==> src/rtl/cwl_pkg.sv <==
package cwl_pkg;
    typedef enum logic [1:0] {
        TGT_NONE = 2'd0,
        TGT_COEF = 2'd1,
        TGT_RND  = 2'd2,
        TGT_LMT  = 2'd3
    } tgt_e;
endpackage

==> src/rtl/cwl_framer.sv <==
// Sequences address + payload words and raises fire_o while the last word is presented.
module cwl_framer #(
    parameter int WORD_W   = 12,
    parameter int NUM_DATA = 4
) (
    input  logic                         clk,
    input  logic                         rst_n,
    input  logic                         load_n,
    input  logic [WORD_W-1:0]            word_in,
    output logic [WORD_W-1:0]            addr_o,
    output logic [NUM_DATA*WORD_W-1:0]   data_o,
    output logic                         fire_o
);
    localparam int CNT_W  = $clog2(NUM_DATA + 1);
    localparam int HOLD_W = (NUM_DATA - 1) * WORD_W;

    typedef struct packed {
        logic              prev_hi;
        logic              armed;
        logic [CNT_W-1:0]  cnt;
        logic [WORD_W-1:0] addr;
        logic [HOLD_W-1:0] hold;
    } st_t;

    st_t st_d, st_q;
    logic take;

    always_comb begin
        st_d         = st_q;
        st_d.prev_hi = load_n;
        take         = !load_n && (st_q.armed || st_q.prev_hi);
        fire_o       = take && (st_q.cnt == CNT_W'(NUM_DATA));
        if (load_n) begin
            st_d.armed = 1'b0;
            st_d.cnt   = '0;
        end else if (take) begin
            st_d.armed = 1'b1;
            if (st_q.cnt == '0) begin
                st_d.addr = word_in;
                st_d.cnt  = CNT_W'(1);
            end else if (fire_o) begin
                st_d.cnt = '0;
            end else begin
                for (int k = 0; k < NUM_DATA - 1; k++) begin
                    if (st_q.cnt == CNT_W'(k + 1))
                        st_d.hold[k*WORD_W +: WORD_W] = word_in;
                end
                st_d.cnt = st_q.cnt + CNT_W'(1);
            end
        end
    end

    always_ff @(posedge clk or negedge rst_n) begin
        if (!rst_n) st_q <= '0;
        else        st_q <= st_d;
    end

    assign addr_o = st_q.addr;
    assign data_o = {word_in, st_q.hold};
endmodule

==> src/rtl/cwl_decode.sv <==
// Classifies the held address word into one of the target spaces.
module cwl_decode
    import cwl_pkg::*;
#(
    parameter int           WORD_W   = 12,
    parameter int           ROW_W    = 8,
    parameter int           IDX_W    = 4,
    parameter logic [11:0]  RND_BASE = 12'h800,
    parameter logic [11:0]  LMT_BASE = 12'hC00
) (
    input  logic [WORD_W-1:0] addr,
    output tgt_e              kind
);
    localparam int HI_COEF = WORD_W - ROW_W;
    localparam int HI_REG  = WORD_W - IDX_W;
    localparam logic [HI_REG-1:0] RND_TAG = RND_BASE[WORD_W-1:IDX_W];
    localparam logic [HI_REG-1:0] LMT_TAG = LMT_BASE[WORD_W-1:IDX_W];

    always_comb begin
        if (addr[WORD_W-1 -: HI_COEF] == '0)      kind = TGT_COEF;
        else if (addr[WORD_W-1:IDX_W] == RND_TAG) kind = TGT_RND;
        else if (addr[WORD_W-1:IDX_W] == LMT_TAG) kind = TGT_LMT;
        else                                      kind = TGT_NONE;
    end
endmodule

==> src/rtl/cwl_pack.sv <==
// Lays payload words onto the coefficient lanes and the byte-packed register word.
module cwl_pack #(
    parameter int WORD_W   = 12,
    parameter int NUM_DATA = 4,
    parameter int REG_W    = 32
) (
    input  logic [NUM_DATA*WORD_W-1:0] data,
    output logic [NUM_DATA*WORD_W-1:0] coef_data,
    output logic [REG_W-1:0]           reg_data
);
    localparam int LANE_W = REG_W / NUM_DATA;

    for (genvar k = 0; k < NUM_DATA; k++) begin : g_lane
        assign coef_data[k*WORD_W +: WORD_W] = data[k*WORD_W +: WORD_W];
        assign reg_data[k*LANE_W +: LANE_W]  = data[k*WORD_W +: LANE_W];
    end
endmodule

==> src/rtl/cfg_word_loader.sv <==
module cfg_word_loader
    import cwl_pkg::*;
#(
    parameter int WORD_W   = 12,
    parameter int NUM_DATA = 4,
    parameter int ROW_W    = 8,
    parameter int IDX_W    = 4,
    parameter int REG_W    = 32
) (
    input  logic                       clk,
    input  logic                       rst_n,
    input  logic                       load_n,
    input  logic [WORD_W-1:0]          cfg_word,
    output logic                       coef_we,
    output logic [ROW_W-1:0]           coef_row,
    output logic [NUM_DATA*WORD_W-1:0] coef_data,
    output logic                       rnd_we,
    output logic                       lmt_we,
    output logic [IDX_W-1:0]           reg_idx,
    output logic [REG_W-1:0]           reg_data
);
    logic [WORD_W-1:0]          addr;
    logic [NUM_DATA*WORD_W-1:0] payload;
    logic                       fire;
    tgt_e                       kind;

    cwl_framer #(.WORD_W(WORD_W), .NUM_DATA(NUM_DATA)) u_framer (
        .clk(clk), .rst_n(rst_n), .load_n(load_n), .word_in(cfg_word),
        .addr_o(addr), .data_o(payload), .fire_o(fire)
    );

    cwl_decode #(.WORD_W(WORD_W), .ROW_W(ROW_W), .IDX_W(IDX_W)) u_decode (
        .addr(addr), .kind(kind)
    );

    cwl_pack #(.WORD_W(WORD_W), .NUM_DATA(NUM_DATA), .REG_W(REG_W)) u_pack (
        .data(payload), .coef_data(coef_data), .reg_data(reg_data)
    );

    assign coef_we  = fire && (kind == TGT_COEF);
    assign rnd_we   = fire && (kind == TGT_RND);
    assign lmt_we   = fire && (kind == TGT_LMT);
    assign coef_row = addr[ROW_W-1:0];
    assign reg_idx  = addr[IDX_W-1:0];
endmodule

==> config.mk <==
export PLATFORM = sky130hd
export DESIGN_NAME = cfg_word_loader
export DESIGN_NICKNAME = d
export VERILOG_FILES = /design/src/rtl/cwl_pkg.sv /design/src/rtl/cwl_framer.sv /design/src/rtl/cwl_decode.sv /design/src/rtl/cwl_pack.sv /design/src/rtl/cfg_word_loader.sv
export SDC_FILE = /design/constraint.sdc
export NUM_CORES = 1
export LEC_CHECK = 0
export CAP_MARGIN = 0
export CORE_MARGIN = 5
export CORE_UTILIZATION = 30
export CTS_BUF_LIST = sky130_fd_sc_hd__clkbuf_4
export DETAILED_ROUTE_END_ITERATION = 6
export HOLD_SLACK_MARGIN = 0.08
export SETUP_SLACK_MARGIN = 0.4
export SYNTH_ARGS = -nofsm -noshare
export SYNTH_HDL_FRONTEND = slang
export SYNTH_HIERARCHICAL = 1
export SYNTH_SLANG_ARGS = --single-unit
==> constraint.sdc <==
create_clock -name clk -period 1.9 [get_ports clk]
set_input_delay 0.19 -clock clk [delete_from_list [all_inputs] [get_ports clk]]
set_output_delay 0.19 -clock clk [all_outputs]
set_load 0.1 [all_outputs]
== Word-level counts from Yosys, hierarchy flattened ==
Index checks and enable logic that the tools add are counted.

* Add/sub/neg operators: 1
* Eq/ne operators: 9
* Mux-type cells: 13
* Bitwise gates (word level): 3
* Reductions and logical operators: 14

{| class="wikitable"
|+ Operator list
! kind !! count
|-
| $mux 36 || 2
|-
| $mux 52 || 1
|-
| $mux 12 || 4
|-
| $eq 8x8->1 const B || 2
|-
| $reduce_and 5->1 || 3
|-
| $eq 3x2->1 const B || 2
|-
| $mux 2 || 3
|-
| $mux 3 || 2
|-
| $logic_and 1x1->1 || 5
|-
| $eq 2x2->1 const B || 2
|-
| $logic_not 4->1 || 1
|-
| $mux 4 || 1
|-
| $add 3x1->3 const B || 1
|-
| $eq 3x1->1 const B || 1
|-
| $eq 3x3->1 const B || 1
|-
| $logic_not 3->1 || 1
|-
| $not 1->1 || 3
|-
| $reduce_and 3->1 || 1
|-
| $eq 2x1->1 const B || 1
|-
| $reduce_bool 2->1 || 1
|-
| $logic_not 1->1 || 1
|-
| $logic_or 1x1->1 || 1
|}

* Register bits: 53
* Input port bits: 15
* Word-level logic and storage cells: 47

== Logic depth before layout (Yosys ltp) ==
Gate-level depths: netlist of the first run.

* Depth after elaboration: 7
* Mapped depth: 6

== By module ==
Netlist of the first run, hierarchy kept.

{| class="wikitable"
|+ By module, submodules not included
! module !! times used !! cells an instance !! area an instance (um^2)
|-
| cwl_framer || 1 || 191 || 2590.0
|-
| cwl_pack || 1 || 80 || 600.6
|-
| cfg_word_loader || 1 || 7 || 55.1
|-
| cwl_decode || 1 || 7 || 48.8
|}

== Least setup slack after synthesis of the first run ==
OpenSTA, ideal clock, no wires.

* Path type: register -> output
* Start: reg u_framer/st_q[48] (netlist bit)
* End: out coef_we
* Arrival: 1.812 ns
* Path slack: -0.102 ns
* Stages on the path, launching flop included: 6
* Buffers on the path: 1
* Cell sequence: dfrtp_1 -> inv_1 -> ha_1 -> clkbuf_2 -> and3_1 -> and3b_1

* Cells in the longest elaborated chain, start to end: 3

{| class="wikitable"
|+ Ends and longest elaborated chain
! element !! line !! text
|-
| start, declared || cwl_framer.sv:25 || <nowiki>st_t st_d, st_q;</nowiki>
|-
| start signal, assigned || cwl_framer.sv:55 || <nowiki>else st_q <= st_d;</nowiki>
|-
| $eq 3x3->1 || cwl_framer.sv:32 || <nowiki>fire_o = take && (st_q.cnt == CNT_W'(NUM_DATA));</nowiki>
|-
| $logic_and 1x1->1 || cwl_framer.sv:32 ||
|-
| via fire || cfg_word_loader.sv:24 || <nowiki>logic fire;</nowiki>
|-
| $logic_and 1x1->1 || cfg_word_loader.sv:40 || <nowiki>assign coef_we = fire && (kind == TGT_COEF);</nowiki>
|-
| end, declared || cfg_word_loader.sv:14 || <nowiki>output logic coef_we,</nowiki>
|}

The timed path passes the listed nets, and every way through them passes these cells.

== Final worst setup path of the first run ==
* Start: reg u_framer.st_q, in the netlist u_framer/addr_o[9]
* End: out coef_we

* Cells in the longest elaborated chain, start to end: 6
* Elaborated cells between the ends (all ways): 8
* Those cells by class: 3 x eq/ne; 3 x mux; 2 x reduce/logical

{| class="wikitable"
|+ Ends and longest elaborated chain
! element !! line !! text
|-
| $eq 8x8->1 || cwl_decode.sv:22 || <nowiki>else if (addr[WORD_W-1:IDX_W] == LMT_TAG) kind = TGT_LMT;</nowiki>
|-
| $mux 2 || cwl_decode.sv:22 ||
|-
| $mux 2 || cwl_decode.sv:21 || <nowiki>else if (addr[WORD_W-1:IDX_W] == RND_TAG) kind = TGT_RND;</nowiki>
|-
| $mux 2 * || cwl_decode.sv:20 || <nowiki>if (addr[WORD_W-1 -: HI_COEF] == '0) kind = TGT_COEF;</nowiki>
|-
| via kind[0] || cfg_word_loader.sv:25 || <nowiki>tgt_e kind;</nowiki>
|-
| $eq 2x1->1 * || cfg_word_loader.sv:40 ||
|-
| $logic_and 1x1->1 * || cfg_word_loader.sv:40 ||
|}

The timed path passes the listed nets; every way through them passes the cells marked *.

==> reports/results.md, run 1 <==
### Outcome
• finished, final reports clean — run status

### Clock network
• 53 — sinks on the clock net
• sky130_fd_sc_hd__clkbuf_4 — clock root buffer
• 2 — Clock H-tree levels
• 2 — clock tree buffer depth
• 0.16 ns — clock edge transition at the registers on the reported setup and hold paths
• 5 — Inserted Clock Buffers
• 0.37 ns — Clk Latency, worst-skew pair
• yes — clock tree from TritonCTS

### Global route
• 1663 — number of global-route vias before repair
• 9.60 mm — first-pass GRT wire length
• 0 — antenna violations before repair
• 54 — largest net degree at the start of global routing
• 0 — Congestion Overflow GR
• 0.0927 — overall global routing resource usage

### Synth
• 0.0190 — Adder-Cell Fraction of Synth Area
• sky130_fd_sc_hd__dfrtp_1 — Yosys top cell by area
• sky130_fd_sc_hd__dfrtp_1, sky130_fd_sc_hd__buf_4, sky130_fd_sc_hd__mux2_2 — top cells by area in the synthesized netlist
• 11.6 um2 — Post-Synthesis Mean Instance Area
• 23 — Unique masters post-synth
• 0 — number of enable-type register cells in the synthesized netlist
• 285 — number of cells produced by synthesis
• 0.0163 — Synth Area in Compound Gates
• 0.164 — multiplexer area fraction after synthesis
• 53 — count of state elements after synthesis
• 0.0524 — Simple-Gate Fraction of Synth Area
• buffers and inverters — dominant combinational cell family by area after synthesis
• sky130_fd_sc_hd__dfrtp_1 — flip-flop cell with the highest count after synthesis
• 305 — nets in the synthesized netlist
• 6 — synth warn
• 3290 um2 — post-synthesis instance area
• 0 — XOR/XNOR Fraction of Synth Area
• 0.403 — share of the synthesized area in the top cell type
• 0.403 — register area share after synthesis
• 1.00 — asr flop ratio synth

### Route
• 455 um — wire length on met3
• 15.9 um — Wirelength per Cell
• 3.27 mm — met2 WL
• met4 — DR top layer
• 2.89 mm — total routed wire length on the met1 layer
• 0 — post-route antenna net violation count
• 4.09 — mean number of vias per cell
• 1711 — number of vias in the routed layout
• 50 — iteration-0 DRC count of the detailed router
• 0 — drc violations
• 6.64 mm — overall routed net length
• 2 — detailed-router iteration count before antenna repair

### Timing
• 0.743 — worst slew margin relative to its limit
• 0.997 — final worst-path cycle share
• 1.89 ns — min Tclk post-route
• true — RSZ-0062 raised after global routing
• 0 — final count of negative-setup-slack endpoints
• 528 MHz — timing-limited maximum frequency
• 0 — final number of hold-violating endpoints
• 0 — Final Max Slew Viols
• 0.0113 ns — post-route clock skew
• 0.384 ns — transition time at the pin with the least slew margin

### Setup path
• flip-flop — startpoint types
• primary output — Critical Path Sink Type
• 1.70 ns — data arrival time of the worst path
• 3 — worst-path maximum fanout
• 8 — depth of the most critical reg-to-reg path
• reg -> out — startpoint-to-endpoint class of the critical path
• 1.71 ns — Critical Path RT

### Finish
• 0.705 — share of post-route cells with drive strength above 1
• 4090 um2 — Post-Layout Inst Area
• 0 — number of diodes
• 418 — final cell count without fillers
• 297 — net total in the final layout
• 1090 um2 — area of the multi-input gates
• 1330 um2 — sequential cell area in the final layout
• 0.379 — Final Core Density
• 1034 — Filler Cell Count
• 24.2% — P&R area growth vs syn

### Floorplan
• 0.305 — starting utilization of the core area
• 110 — number of primary I/O pins
• 13200 um2 — floorplan die area
• 38 — # rows
• 115 um — width of the die
• 115 um — Die Span Y
• 10800 um2 — CORE AREA

### Placement
• 0.665 — global placement routability congestion
• 394 — placed instance count
• 109 — PortBufs
• 3680 um2 — placed standard-cell area
• 4.67 mm — detailed-placement wirelength estimate

### Min path
• in -> async — hold crit path type

### Job
• 0 — max-cap violation count

-- cell usage in the layout (no fill, tap or decap), types with 2 or more instances in the layout --
| cell | count |
|---|---|
| sky130_fd_sc_hd__a211oi_1 | 2 |
| sky130_fd_sc_hd__a21oi_2 | 2 |
| sky130_fd_sc_hd__and3b_4 | 2 |
| sky130_fd_sc_hd__buf_12 | 26 |
| sky130_fd_sc_hd__buf_4 | 81 |
| sky130_fd_sc_hd__buf_6 | 10 |
| sky130_fd_sc_hd__clkbuf_4 | 5 |
| sky130_fd_sc_hd__clkdlybuf4s50_1 | 13 |
| sky130_fd_sc_hd__dfrtp_1 | 52 |
| sky130_fd_sc_hd__ha_4 | 4 |
| sky130_fd_sc_hd__inv_1 | 2 |
| sky130_fd_sc_hd__inv_2 | 2 |
| sky130_fd_sc_hd__mux2_4 | 47 |
| sky130_fd_sc_hd__nand2_1 | 2 |
| sky130_fd_sc_hd__nor2_1 | 5 |
| sky130_fd_sc_hd__nor3b_4 | 2 |
| sky130_fd_sc_hd__nor4b_4 | 2 |
-- per-layer routing --
layer  vias up  global-route usage
met1       882               0.125
met2        56               0.149
met5         -                   0
met4         0              0.0235
met3         4              0.0247
li1        769                   -
-- sequential cells by signal (all words and copies together), names as in the netlist --
| name | flops |
|---|---|
| u_framer/addr_o | 12 |
| u_framer/data_o | 36 |
| u_framer/st_q | 5 |
-- final cells by class --
type,count,share of cell area
Clock buffer,5,0.00917
Clock inverter,3,0.00428
Inverter,4,0.00367
Multi-Input combinational cell,79,0.267
Sequential cell,53,0.324
Tap cell,140,0.0428
Timing Repair Buffer,134,0.349
-- metrics by stage --
stage | worst slack, ns | TNS, ns | hold slack (ns)
finish | 0.00538 | 0 | 0.321
global placement | -0.0206 | -0.158 | 0.205
global route | -0.0518 | -0.141 | 0.349
detailed placement | -0.0523 | -0.513 | 0.214
floorplan | 0.247 | 0 | -0.106
CTS | 0.00795 | 0 | 0.318
-- kinds of logic (layout without fill, tap and decap cells) --
| family | after synthesis | count (layout) |
|---|---|---|
| AOI/OAI and AO/OA | 6 | 6 |
| and+or+nand+nor | 20 | 20 |
| muxes | 48 | 48 |
| adders and majority gates | 5 | 5 |
| buffers and inverters | 153 | 146 |
| DFF | 53 | 53 |
-- worst max-delay path: stages, from the launching register on --
cell and delay, ns:
sky130_fd_sc_hd__dfrtp_1 0.44, sky130_fd_sc_hd__nor4_2 0.28, sky130_fd_sc_hd__a41o_1 0.22, sky130_fd_sc_hd__and3b_4 0.23
sky130_fd_sc_hd__buf_12 0.17
-- Yosys cell counts, types with 2 or more instances --
cell type and count:
sky130_fd_sc_hd__a211oi_1 2, sky130_fd_sc_hd__a21oi_1 2, sky130_fd_sc_hd__and3b_1 2, sky130_fd_sc_hd__buf_4 146, sky130_fd_sc_hd__buf_6 2, sky130_fd_sc_hd__dfrtp_1 53
sky130_fd_sc_hd__ha_1 5, sky130_fd_sc_hd__inv_1 4, sky130_fd_sc_hd__mux2_2 48, sky130_fd_sc_hd__nand2_1 2, sky130_fd_sc_hd__nor2_1 5, sky130_fd_sc_hd__nor3b_2 2
sky130_fd_sc_hd__nor4b_4 2
-- final timing paths --
path	from	endpoint	slack, ns
max	u_framer/addr_o[9]	coef_we	0.005
min	rst_n	u_framer/data_o[21]	0.32
max reg2reg	u_framer/st_q[48]	u_framer/data_o[10]	0.14
min reg2reg	u_framer/data_o[23]	u_framer/data_o[23]	0.53
max in group asynchronous	rst_n	u_framer/addr_o[4]	1.34
min in group clk	load_n	u_framer/st_q[52]	0.44
-- repair_timing --
item	4_1_cts	5_1_grt
gates cloned	0	1
endpoints found under the setup margin	52	53
hold buffers	1	0
pin swaps	4	7
buffers inserted	9	5
gates resized for setup	30	24
endpoints found under the hold margin	53	0
Power of run 1 is not shown: default switching activity piles up to over one toggle a cycle in this logic, so the estimate is an artifact.
==> run 2: changes to the inputs <==
Settings changed: SYNTH_HIERARCHICAL 1 to default.
==> run 2 against run 1 <==
- the flow now finishes with violations (negative setup slack)
- largest cell class unchanged
- critical endpoint is now u_framer.data_o[26]
- wire length fell by 8.8%
- global-route usage rose by 1.2 points
- setup slack got worse by 0.30 ns
- highest routed layer unchanged
- maximum frequency fell by 14%
- first-iteration DRC count fell by 20%
- cell count fell by 3.6%
==> reports/results.md, run 2 <==
### Route
• 15.0 um — Wirelength per Cell, -5.4%
• 0 — drc violations, unchanged
• 0 — post-route antenna net violation count, unchanged
• 1654 — number of vias in the routed layout, -3.3%
• 4 — detailed-router iteration count before antenna repair, +2
• 6.06 mm — overall routed net length, -8.8%
• 40 — iteration-0 DRC count of the detailed router, -20%
• 4.10 — mean number of vias per cell, +0.27%

### Synth
• 53 — count of state elements after synthesis, unchanged
• 230 — number of cells produced by synthesis, -19%
• 0.463 — share of the synthesized area in the top cell type, +0.0605
• sky130_fd_sc_hd__dfrtp_1 — flip-flop cell with the highest count after synthesis
• sky130_fd_sc_hd__buf_4 — most frequent cell after synthesis
• 0 — number of enable-type register cells in the synthesized netlist, unchanged
• 12.5 um2 — Post-Synthesis Mean Instance Area, +7.7%
• sky130_fd_sc_hd__dfrtp_1, sky130_fd_sc_hd__buf_4, sky130_fd_sc_hd__mux2_2 — top cells by area in the synthesized netlist
• sky130_fd_sc_hd__buf_4, sky130_fd_sc_hd__dfrtp_1, sky130_fd_sc_hd__mux2_2 — ranking of synthesized cells by instance count
• sky130_fd_sc_hd__dfrtp_1 — Yosys top cell by area
• 20 — Unique masters post-synth, -13%
• 2860 um2 — post-synthesis instance area, -13%
• 250 — nets in the synthesized netlist, -18%
• 0 — synth warn, -6
• 1.00 — asr flop ratio synth, unchanged
• 0.463 — register area share after synthesis, +0.0605

### Floorplan
• 110 — number of primary I/O pins, unchanged
• 108 um — width of the die, -6.2%
• 108 um — Die Span Y, -6.2%
• 11600 um2 — floorplan die area, -12%
• 9280 um2 — CORE AREA, -14%
• 0.308 — starting utilization of the core area, +0.00325
• 35 — # rows, -7.9%

### Timing
• 0.660 — worst slew margin relative to its limit, -0.0837
• true — RSZ-0062 raised after global routing
• 0.296 ns — worst hold-check slack, -0.0252 ns
• 28 — final count of negative-setup-slack endpoints, +28
• 0.0198 ns — post-route clock skew, +0.00846 ns
• 0 — final number of hold-violating endpoints, unchanged
• 2.20 ns — min Tclk post-route, +0.301 ns
• 1.16 — final worst-path cycle share, +0.158
• 455 MHz — timing-limited maximum frequency, -14%
• 0.511 ns — transition time at the pin with the least slew margin, +0.127 ns
• -0.296 ns — setup ws final, -0.301 ns
• 0 — Final Max Slew Viols, unchanged

### Finish
• 293 — net total in the final layout, -1.3%
• sky130_fd_sc_hd__buf_4 — leading cell type in the layout, fill and taps excluded
• 0 — number of diodes, unchanged
• 38.8% — P&R area growth vs syn
• 0.428 — Final Core Density, +0.0491
• 880 — Filler Cell Count, -15%
• sky130_fd_sc_hd__buf_4, sky130_fd_sc_hd__dfrtp_1, sky130_fd_sc_hd__mux2_2, sky130_fd_sc_hd__buf_12, sky130_fd_sc_hd__mux2_4 — commonest non-fill, non-tap cells in the layout
• 36 — max reg flops, unchanged
• 0.723 — share of post-route cells with drive strength above 1, +0.0176

### Outcome
• complete, but fails checks — run status
• negative setup slack — failing checks

### Job
• 0 — max-cap violation count, unchanged

### Setup path
• reg -> reg — startpoint-to-endpoint class of the critical path
• flip-flop — Critical Path Sink Type
• 0.43 ns — Largest stage delay, worst path, about the same
• flip-flop — startpoint types
• 8 — worst-path maximum fanout, +5
• u_framer.st_q[48] — worst flop-to-flop path startpoint
• 2.46 ns — data arrival time of the worst path, +0.76 ns
• u_framer.st_q[48] — start point of the critical path
• 8 — CP bufs+invs, +7
• sky130_fd_sc_hd__dfrtp_1 — cell with the largest stage delay on the worst path
• buf_4, buf_6, buf_6, buf_6, buf_6, buf_6, buf_6, ha_4, ha_4, nor3b_4, buf_6, mux2_4 — sequence of cells on the critical path
• sky130_fd_sc_hd__buf_6 — most used cell, CP
• 2.16 ns — Critical Path RT, +0.45 ns
• buffers and inverters — kind of cell with the highest combined delay on the critical path

### Clock network
• yes — clock tree from TritonCTS
• 0.37 ns — Clk Latency, worst-skew pair, about the same
• 2 — Clock H-tree levels, unchanged
• 0.16 ns — clock edge transition at the registers on the reported setup and hold paths, about the same
• 5 — Inserted Clock Buffers, unchanged
• 53 — sinks on the clock net, unchanged
• 2 — clock tree buffer depth, unchanged
• sky130_fd_sc_hd__clkbuf_4 — clock root buffer

### Placement
• 109 — PortBufs, unchanged
• 0.813 — global placement routability congestion, +22%
• 4.58 mm — detailed-placement wirelength estimate, -1.9%

### Global route
• 9.38 mm — first-pass GRT wire length, -2.3%
• 0 — Congestion Overflow GR, unchanged
• 0.104 — overall global routing resource usage, +0.0116
• 34 — largest net degree at the start of global routing, -37%
• 0 — antenna violations before repair, unchanged
• 1707 — number of global-route vias before repair, +2.6%

### Min path
• in -> async — hold crit path type

[run 2: final cells by class]
cell class	instances	area [um2]	area share
multi-input cells	75	1010	0.253
flip-flops and latches	53	1330	0.334
inverters	5	18.8	0.00472
clock inverters	3	41.3	0.0104
clock buffers	5	37.5	0.00944
well taps	129	161	0.0406
repair buffers	133	1380	0.348
[run 2: logic make-up after synthesis]
logic type	synth area share
AOI/OAI and AO/OA	0.0166
buffers and inverters	0.263
DFF	0.463
adders and majority gates	0.0218
muxes	0.189
and+or+nand+nor	0.0472
[run 2: worst reg2reg max path: stages (launching register included)]
cell and delay, ns:
sky130_fd_sc_hd__dfrtp_1 0.43, sky130_fd_sc_hd__buf_4 0.14, sky130_fd_sc_hd__buf_6 0.10, sky130_fd_sc_hd__buf_6 0.10
sky130_fd_sc_hd__buf_6 0.10, sky130_fd_sc_hd__buf_6 0.10, sky130_fd_sc_hd__buf_6 0.10, sky130_fd_sc_hd__buf_6 0.12
sky130_fd_sc_hd__ha_4 0.16, sky130_fd_sc_hd__ha_4 0.15, sky130_fd_sc_hd__nor3b_4 0.16, sky130_fd_sc_hd__buf_6 0.15
sky130_fd_sc_hd__mux2_4 0.30
[run 2: worst paths after layout]
path                       cells after the start  slack (ns)             endpoint
setup / recovery                              12       -0.30  u_framer.data_o[26]
hold / removal                                 2        0.30  u_framer.data_o[28]
setup reg to reg                              12       -0.30  u_framer.data_o[26]
hold reg to reg                                1        0.53   u_framer.addr_o[9]
max in group asynchronous                      3        1.02   u_framer.addr_o[1]
min in group clk                               2        0.45    u_framer.st_q[52]
[run 2: stage by stage]
step                      setup WS (ns)  std cells  area [um2]  setup TNS, ns
final                            -0.296        403        3980          -5.62
after global routing             -0.369        403        3980          -7.30
after CTS                        -0.290        402        3920          -5.11
after detailed placement         -0.102        384        3660         -0.868
after global placement          -0.0772        384        3660         -0.666
after floorplan                  -0.380        230        3000          -1.01
[run 2: what timing repair did]
item / 4_1_cts / 5_1_grt
hold buffers: 1 / 0
resized for setup: 23 / 11
pin swaps: 4 / 2
gates cloned: 0 / 0
buffers inserted: 9 / 1
hold endpoints to repair: 20 / 0
endpoints found under the setup margin: 53 / 54
[run 2: routing by layer]
metal  wire [um]  track usage  up-vias  share of wire
met4          44       0.0280        0         0.0073
met3         501       0.0318        5          0.083
met2        3010        0.175       74           0.50
met5           0            0        -              0
li1            -            -      758              -
met1        2500        0.130      817           0.41
Power of run 2 is left out for the same reason.
